File: src/rtl/chain_pkg.sv
package chain_pkg;
    localparam int CMD_W = 2;

    typedef enum logic [CMD_W-1:0] {
        MODE_IDLE    = 2'b00,
        MODE_ARMED   = 2'b01,
        MODE_RELAYED = 2'b10
    } chain_mode_e;

    localparam logic [CMD_W-1:0] CODE_IDLE    = 2'b00;
    localparam logic [CMD_W-1:0] CODE_ARMED   = 2'b01;
    localparam logic [CMD_W-1:0] CODE_RELAYED = 2'b10;
    localparam logic [CMD_W-1:0] CODE_NONE    = 2'b11;
endpackage

File: src/rtl/chain_sync.sv
module chain_sync #(
    parameter int   STAGES    = 2,
    parameter logic RESET_VAL = 1'b1
) (
    input  logic clk,
    input  logic rst_n,
    input  logic d,
    output logic q
);
    localparam int LAST = STAGES - 1;

    logic [LAST:0] pipe;

    generate
        if (STAGES == 1) begin : g_one
            always_ff @(posedge clk or negedge rst_n) begin
                if (!rst_n) pipe <= RESET_VAL;
                else        pipe <= d;
            end
        end else begin : g_many
            always_ff @(posedge clk or negedge rst_n) begin
                if (!rst_n) pipe <= {STAGES{RESET_VAL}};
                else        pipe <= {pipe[LAST-1:0], d};
            end
        end
    endgenerate

    assign q = pipe[LAST];
endmodule

File: src/rtl/chain_fsm.sv
module chain_fsm
    import chain_pkg::*;
(
    input  logic             clk,
    input  logic             rst_n,
    input  logic             cmd_valid,
    input  logic [CMD_W-1:0] cmd_code,
    output chain_mode_e      mode
);
    chain_mode_e mode_q;
    chain_mode_e mode_d;

    always_comb begin
        mode_d = mode_q;
        if (cmd_valid) begin
            unique case (cmd_code)
                CODE_IDLE:    mode_d = MODE_IDLE;
                CODE_ARMED:   mode_d = MODE_ARMED;
                CODE_RELAYED: mode_d = MODE_RELAYED;
                CODE_NONE:    mode_d = mode_q;
            endcase
        end
    end

    always_ff @(posedge clk or negedge rst_n) begin
        if (!rst_n) mode_q <= MODE_IDLE;
        else        mode_q <= mode_d;
    end

    assign mode = mode_q;
endmodule

File: src/rtl/chain_drive.sv
module chain_drive
    import chain_pkg::*;
(
    input  chain_mode_e mode,
    input  logic        latch_a,
    input  logic        latch_b,
    input  logic        en_sync_n,
    input  logic        id_strobe,
    output logic        a_pullup_en,
    output logic        a_pulldown_en,
    output logic        b_pulldown_en,
    output logic        id_answer
);
    always_comb begin
        a_pullup_en   = 1'b0;
        a_pulldown_en = 1'b0;
        b_pulldown_en = 1'b0;
        id_answer     = 1'b0;
        unique case (mode)
            MODE_IDLE: begin
                a_pulldown_en = latch_a;
                b_pulldown_en = latch_b;
            end
            MODE_ARMED: begin
                a_pullup_en = 1'b1;
                id_answer   = id_strobe & ~en_sync_n;
            end
            MODE_RELAYED: begin
                a_pulldown_en = 1'b1;
            end
            default: begin
                a_pullup_en = 1'b0;
            end
        endcase
    end
endmodule

File: src/rtl/seq_chain_ctrl.sv
module seq_chain_ctrl
    import chain_pkg::*;
#(
    parameter int SYNC_STAGES = 2
) (
    input  logic             clk,
    input  logic             rst_n,
    input  logic             cmd_valid,
    input  logic [CMD_W-1:0] cmd_code,
    input  logic             en_n_pin,
    input  logic             id_strobe,
    input  logic             latch_a,
    input  logic             latch_b,
    output logic             a_pullup_en,
    output logic             a_pulldown_en,
    output logic             b_pulldown_en,
    output logic             id_answer
);
    chain_mode_e mode;
    logic        en_sync_n;

    chain_sync #(.STAGES(SYNC_STAGES), .RESET_VAL(1'b1)) u_sync (
        .clk   (clk),
        .rst_n (rst_n),
        .d     (en_n_pin),
        .q     (en_sync_n)
    );

    chain_fsm u_fsm (
        .clk       (clk),
        .rst_n     (rst_n),
        .cmd_valid (cmd_valid),
        .cmd_code  (cmd_code),
        .mode      (mode)
    );

    chain_drive u_drive (
        .mode          (mode),
        .latch_a       (latch_a),
        .latch_b       (latch_b),
        .en_sync_n     (en_sync_n),
        .id_strobe     (id_strobe),
        .a_pullup_en   (a_pullup_en),
        .a_pulldown_en (a_pulldown_en),
        .b_pulldown_en (b_pulldown_en),
        .id_answer     (id_answer)
    );
endmodule

File: config.mk
export PLATFORM = sky130hd
export DESIGN_NAME = seq_chain_ctrl
export DESIGN_NICKNAME = d
export VERILOG_FILES = /design/src/rtl/chain_pkg.sv /design/src/rtl/chain_sync.sv /design/src/rtl/chain_fsm.sv /design/src/rtl/chain_drive.sv /design/src/rtl/seq_chain_ctrl.sv
export SDC_FILE = /design/constraint.sdc
export NUM_CORES = 1
export LEC_CHECK = 0
export ABC_AREA = 1
export BUFFER_PORTS_ARGS = -buffer_cell sky130_fd_sc_hd__buf_4
export CAP_MARGIN = 10
export CORE_AREA = 2 2 39 41
export CTS_CLUSTER_DIAMETER = 200
export DETAILED_ROUTE_END_ITERATION = 16
export DIE_AREA = 0 0 41 43
export GPL_TIMING_DRIVEN = 0
export PLACE_DENSITY = 0.37
export SYNTH_ARGS = -nofsm -noshare
export SYNTH_HDL_FRONTEND = slang
export SYNTH_SLANG_ARGS = --single-unit
export TNS_END_PERCENT = 30
File: constraint.sdc
create_clock -name clk -period 1.05 [get_ports clk]
set_clock_uncertainty 0.05 [all_clocks]
set_input_delay 0.21 -clock clk [delete_from_list [all_inputs] [get_ports clk]]
set_output_delay 0.21 -clock clk [all_outputs]
set_load 0.01 [all_outputs]
# After elaboration in Yosys (flattened, before gate mapping)

Cells that the tools add are included.

Register bits after elaboration: 4
Logic and storage cells: 18
Output and inout bits: 4

Reductions and logical operators: 3
Bitwise gates (word level): 3
Eq/ne operators: 5
Muxes and demuxes: 5

Operator list:

| kind                 | count |
|---|---|
| $eq A2 B2 Y1 const B | 3 |
| $pmux W2 S3          | 1 |
| $eq A2 B1 Y1 const B | 2 |
| $logic_not A2 Y1     | 2 |
| $mux W1              | 3 |
| $not A1 Y1           | 2 |
| $pmux W1 S2          | 1 |
| $reduce_and A2 Y1    | 1 |
| $and A1 B1 Y1        | 1 |

# Longest topological paths before layout

Gate-level depths: netlist of the first run.

Word-level depth: 3
Mapped depth: 4
Mapped depth without buffers: 4

# Cells and area by module

From an unflattened synthesis of the first run, not the netlist that was laid out.

Cell total of the unflattened synthesis: 25
Area, all modules: 188.9 µm²

Modules (own cells, without submodules):

| module      | instances | area each (µm²) | cells an instance | sequential area each (µm²) |
|---|---|---|---|---|
| chain_fsm   | 1         | 93.8            | 13                | 50.0 |
| chain_sync  | 1         | 52.6            | 2                 | 52.6 |
| chain_drive | 1         | 42.5            | 10                | 0.0 |

# Least setup slack after synthesis of the first run

OpenSTA, ideal clock, no wires.

Kind: register to output
Start point: register u_fsm.mode_q[1], in the netlist u_fsm.mode[1]
End point: output port id_answer
Path slack: 0.061 ns
Path buffers: 0
Data required time: 0.790 ns
Arrival time: 0.729 ns
Stages on the path, launching flop included: 4
Cells stage by stage: dfrtp_1 nor2_2 inv_2 nor2_2

Longest elaborated chain between the ends: 2

RTL lines:

| element                | RTL line             | RTL |
|---|---|---|
| from (decl)            | chain_fsm.sv:10      | `chain_mode_e mode_q;` |
| from (signal assigned) | chain_fsm.sv:27      | `else mode_q <= mode_d;` |
| $eq A2 B1 Y1           | chain_drive.sv:19    | `unique case (mode)` |
| $mux W1                | chain_drive.sv:19    |  |
| to (decl)              | seq_chain_ctrl.sv:17 | `output logic id_answer` |

No other way between the ends.

# Worst setup path in the final report of the first run

Ends and elaborated chain as after synthesis.

==> run_results.csv, run 1 <==
group,metric,value,unit
outcome,status,"finished, violations left",
outcome,violations,"negative setup slack",
timing,period_share,1.197,
cells_and_area,fin_area,354.1,um^2
synthesis,synth_cells,24,
setup_path,cpPeakStageDelay,0.41,ns
grt,grtUsageTotal,0.06761,
routing,drc,0,
floorplanning,die_y,43,um
timing,fmax,0.7954,GHz
setup_path,path_class,"flop to output pin",
flow_run,max_cap_viol_count,0,
synthesis,synth_cell_types,8,
floorplanning,initial_utilization,0.1338,
clock_tree,cts_buffers,3,
timing,worst_slew_pin_slew,0.1573,ns
cells_and_area,final_common_cell,"buf_4",
routing,route.vias.total,200,
setup_path,path_depth,4,
routing,routedWlPerCell,7.552,um
synthesis,seq_area_frac_synth,0.5541,
setup_path,cp.required,0.79,ns
routing,drt_iter0_markers,1,
grt,grt_max_degree,5,
synthesis,synthesis.area,185.2,um^2
clock_tree,clock_path_buffers,2,
placed_design,io_buffers,12,
grt,grt_pass1_wl,759,um
timing,slew_violations,0,
setup_path,endpoint_kind,"output pin",
placed_design,gp_congestion,0.5680,
timing,rsz0062_at_grt,"yes",
timing,setup_viol,4,
setup_path,cp.arrival,1.00,ns
clock_tree,clock-sinks,4,
placed_design,dp_hpwl,313.3,um
timing,fin_ws,-0.2072,ns
cells_and_area,fin_cells,58,
setup_path,cp_max_fo,3,
setup_path,slowest_stage,"dfrtp_1",
grt,grt_overflow,0,
clock_tree,clk_latency,0.23,ns
grt,antenna_found_initial,0,
power_and_ir_drop,power_density,1358,nW/um^2
setup_path,worstReg2RegStart,"u_fsm.mode[0]$_DFFE_PN0P_",
placed_design,place_area,295.3,um^2
cells_and_area,mostFrequentLayoutCells,"13 x buf_4, 5 x nor2_1, 4 x inv_1",
power_and_ir_drop,p_leak,0.1901,nW
cells_and_area,syn2layout_area_growth,91.22,%
timing,period_needed,1.257,ns
floorplanning,die_w,41,um
setup_path,startpoint_type,"flop",
routing,ant_nets,0,
synthesis,synth_fp_nets,33,
setup_path,worstSetupEndpoint,"id_answer",
setup_path,crit_start,"u_fsm.mode[1]$_DFFE_PN0P_",
clock_tree,cts_tree,"yes",
floorplanning,dieArea,1763,um^2
routing,avgViaCountPerCell,3.448,
hold_path,hp-class,"input port to flop",
cells_and_area,fin_util,0.2559,
power_and_ir_drop,ir_drop,413.6,uV
setup_path,critPathTopFamily,"flip-flops",
timing,hold_ws,0.03670,ns
clock_tree,root_buffer,"clkbuf_4",
cells_and_area,drive_gt1_frac,0.5952,
cells_and_area,antenna_cells,0,
setup_path,rrSetupSlack,0.24,ns
setup_path,crit_buf_inv,2,
clock_tree,h-tree-depth,1,
clock_tree,clk_pin_slew,0.03,ns
timing,slew_headroom,0.8951,
timing,hold_viol_final,0,
grt,grt_pass1_vias,206,
cells_and_area,final_nets,53,
placed_design,placed_cells,52,
power_and_ir_drop,report.power.total,0.4808,mW
floorplanning,ios,13,
floorplanning,core,1384,um^2
routing,drt_first_pass_iters,3,
synthesis,avgSynthCellArea,7.716,um^2
synthesis,ys_ff_latch,4,
setup_path,r2r-end,"u_fsm.mode[0]$_DFFE_PN0P_",
floorplanning,num_rows,14,
routing,drt_wl_total,438,um
setup_path,r2r_cells,3,
setup_path,crit_chain,"nor2_4 > inv_2 > nor2_2 > buf_6",
synthesis,yosysWarnings,0,
-- cell type report --
type	instances	area (um^2)
flip-flops and latches	4	102.6
fillers	156	1030
inverters	7	26.28
multi-input cells	13	63.81
well taps	16	20.02
repair buffers	15	118.9
clock buffers	3	22.52
-- metrics by stage --
stage          worst slack (ns)  setup TNS [ns]
2_1_floorplan           0.06122               0
3_3_place_gp            0.04127               0
3_5_place_dp            0.03917               0
4_1_cts                 -0.2103         -0.6566
5_1_grt                 -0.2861         -0.9543
6_report                -0.2072         -0.6636
-- synth_stat cells --
cell type	instances	area, um^2
nand2_1	4	15.01
dfstp_2	2	52.55
inv_2	2	7.510
nor2_1	5	18.77
inv_1	5	18.77
dfrtp_1	2	50.05
a21oi_1	2	10.01
nor2_2	2	12.51
-- timing repair --
action,4_1_cts,5_1_grt
cloned,0,0
setup buffers,2,0
setup endpoints to repair,4,4
pin swaps,4,2
endpoints found under the hold margin,4,0
hold buffers,1,0
resized for setup,3,1
-- per-layer routing --
metal / share of wire / vias up / track usage
li1: - / 103 / -
met1: 0.40 / 87 / 0.07843
met2: 0.47 / 10 / 0.08438
met3: 0.13 / 0 / 0.03665
met4: 0 / 0 / 0.06000
met5: 0 / - / 0
-- report_power, final --
part,switching (mW),internal [mW]
Sequential,0.0105,0.171
Combinational,0.0488,0.0654
Clock,0.0576,0.128
-- how the worst min path moves through the flow --
| stage | startpoint | end | depth (start not counted) |
|---|---|---|---|
| finish | en_n_pin | u_sync.pipe[0]$_DFF_PN1_ | 1 |
| global route | en_n_pin | u_sync.pipe[0]$_DFF_PN1_ | 1 |
| CTS | en_n_pin | u_sync.pipe[0]$_DFF_PN1_ | 1 |
| detailed placement | rst_n | u_fsm.mode[0]$_DFFE_PN0P_ | 1 |
| global placement | rst_n | u_fsm.mode[0]$_DFFE_PN0P_ | 1 |
| floorplan | rst_n | u_fsm.mode[0]$_DFFE_PN0P_ | 0 |
-- cells by family (layout without fill, tap and decap cells) --
family                 after synthesis  after routing  share of synthesized area
DFF                                  4              4                     0.5541
buffers and inverters                7             25                     0.1419
and+or+nand+nor                     11             11                     0.2500
AOI/OAI and AO/OA                    2              2                    0.05406
-- worst register-to-register path, delay by kind of cell (launching register included) --
family | cells | cell delay (ns)
buffers and inverters | 2 | 0.19
flip-flops | 1 | 0.36
AO/OA/AOI/OAI | 1 | 0.14
-- registers in the layout (all words and copies together) (netlist names) --
| name | flops |
|---|---|
| u_fsm.mode | 2 |
| u_sync.pipe | 2 |
No activity file was read; power rests on OpenSTA's default activity.
==> run 2: changes to the inputs <==
Settings changed: BUFFER_PORTS_ARGS -buffer_cell sky130_fd_sc_hd__buf_4 to not set, DONT_BUFFER_PORTS set to 1, PLACE_DENSITY 0.37 to 0.3.
==> run_results.csv, run 2 (same netlist as run 1, synthesis figures left out) <==
group,metric,value,unit
setup_path,cpPeakStageDelay,0.42,ns
setup_path,cp_max_fo,3,
clock_tree,clk_latency,0.23,ns
clock_tree,cts_tree,"yes",
grt,grt_pass1_wl,531,um
timing,slew_violations,0,
setup_path,path_class,"flop to output pin",
timing,period_share,1.155,
timing,hold_ws,0.06634,ns
grt,grt_pass1_vias,165,
floorplanning,die_y,43,um
cells_and_area,mostFrequentLayoutCells,"5 x inv_1, 4 x nand2_1, 3 x nor2_1, 3 x nor2_4, 3 x clkbuf_4",
flow_run,max_cap_viol_count,0,
timing,rsz0062_at_grt,"yes",
timing,setup_tns,-0.4310,ns
routing,drt_first_pass_iters,3,
cells_and_area,drive_gt1_frac,0.3871,
setup_path,slowest_stage,"dfrtp_1",
setup_path,endpoint_kind,"output pin",
clock_tree,clk_pin_slew,0.04,ns
timing,worst_slew_pin_slew,0.1893,ns
placed_design,dp_hpwl,307.6,um
timing,fin_ws,-0.1623,ns
floorplanning,num_rows,14,
power_and_ir_drop,power_density,1658,nW/um^2
routing,ant_nets,0,
clock_tree,root_buffer,"clkbuf_4",
outcome,status,"finished, violations left",
power_and_ir_drop,ir_drop,274.7,uV
setup_path,cp.arrival,0.95,ns
grt,antenna_found_initial,0,
grt,grt_max_degree,5,
cells_and_area,antenna_cells,0,
setup_path,critPathTopFamily,"flip-flops",
placed_design,place_ws,0.005040,ns
setup_path,startpoint_type,"flop",
power_and_ir_drop,p_leak,0.1326,nW
cells_and_area,fin_util,0.2016,
setup_path,crit_buf_inv,1,
placed_design,placed_cells,40,
grt,grt_overflow,0,
clock_tree,cts_buffers,3,
timing,hold_viol_final,0,
routing,drt_iter0_markers,2,
outcome,violations,"negative setup slack",
cells_and_area,final_common_cell,"inv_1",
timing,slew_headroom,0.8734,
timing,setup_viol,4,
clock_tree,clock_path_buffers,2,
floorplanning,ios,13,
floorplanning,die_w,41,um
placed_design,gp_congestion,0.6427,
floorplanning,dieArea,1763,um^2
routing,route.vias.total,155,
floorplanning,initial_utilization,0.1338,
clock_tree,h-tree-depth,1,
cells_and_area,final_nets,41,
routing,drc,0,
floorplanning,core,1384,um^2
routing,drt_wl_total,384,um
timing,period_needed,1.212,ns
routing,routedWlPerCell,8.170,um
setup_path,cp.required,0.79,ns
hold_path,hp-class,"input port to flop",
setup_path,crit_chain,"nor2_4 > inv_2 > nor2_4",
setup_path,crit_top_cell,"nor2_4",
clock_tree,clock-sinks,4,
cells_and_area,syn2layout_area_growth,50.68,%
routing,avgViaCountPerCell,3.298,
timing,fmax,0.8249,GHz
placed_design,io_buffers,0,
cells_and_area,fin_cells,47,
grt,grtUsageTotal,0.05141,
[run 2: changes by cell type in the layout (fill, tap and decap cells not counted), sizes merged]
cell         change
clkbuf           +1
dlygate4sd3      +1
buf             -13
[run 2: cell type report]
class,instances,area (um^2)
multi-input cells,13,76.32
repair buffers,3,27.53
inverters,7,26.28
well taps,16,20.02
flip-flops and latches,4,102.6
clock buffers,4,26.28
fillers,170,1105
[run 2: path summary, 6_finish.rpt]
check	from	slack, ns	endpoint	depth (start not counted)
max	u_fsm.mode[1]$_DFFE_PN0P_	-0.16	id_answer	3
min	cmd_valid	0.07	u_fsm.mode[1]$_DFFE_PN0P_	2
max reg2reg	u_fsm.mode[1]$_DFFE_PN0P_	0.29	u_fsm.mode[1]$_DFFE_PN0P_	2
min reg2reg	u_sync.pipe[0]$_DFF_PN1_	0.30	u_sync.pipe[1]$_DFF_PN1_	0
max in group asynchronous	rst_n	0.52	u_sync.pipe[1]$_DFF_PN1_	1
min in group asynchronous	rst_n	0.19	u_fsm.mode[0]$_DFFE_PN0P_	1
[run 2: through the flow]
step           power [mW]  area (um^2)
5_1_grt            0.4895        279.0
3_3_place_gp       0.2274        205.2
2_1_floorplan      0.2199        185.2
4_1_cts            0.4764        279.0
6_report           0.4627        279.0
3_5_place_dp       0.2280        205.2
[run 2: timing repair]
item	in CTS	in global routing
gates cloned	0	0
setup buffers	1	0
pin swaps	1	0
hold buffers	2	0
hold endpoints to repair	5	0
resized for setup	5	0
setup endpoints to repair	4	4
[run 2: per-layer routing]
layer,vias up,global-route usage,share of wire
met5,-,0,0
met4,0,0.08000,0
met3,0,0.03141,0.16
met2,8,0.05938,0.49
met1,67,0.04560,0.35
li1,80,-,-
[run 2: worst reg2reg max path: stages (launching register included)]
cell	delay (ns)
dfrtp_1	0.41
inv_1	0.08
a21oi_1	0.14
[run 2: power breakdown]
| part | switching (mW) | total (mW) | leakage (nW) | internal (mW) |
|---|---|---|---|---|
| Sequential | 0.00976 | 0.180 | 0.0450 | 0.171 |
| Combinational | 0.0459 | 0.0771 | 0.0726 | 0.0312 |
| Clock | 0.0625 | 0.205 | 0.0150 | 0.143 |
| Total | 0.118 | 0.463 | 0.133 | 0.344 |
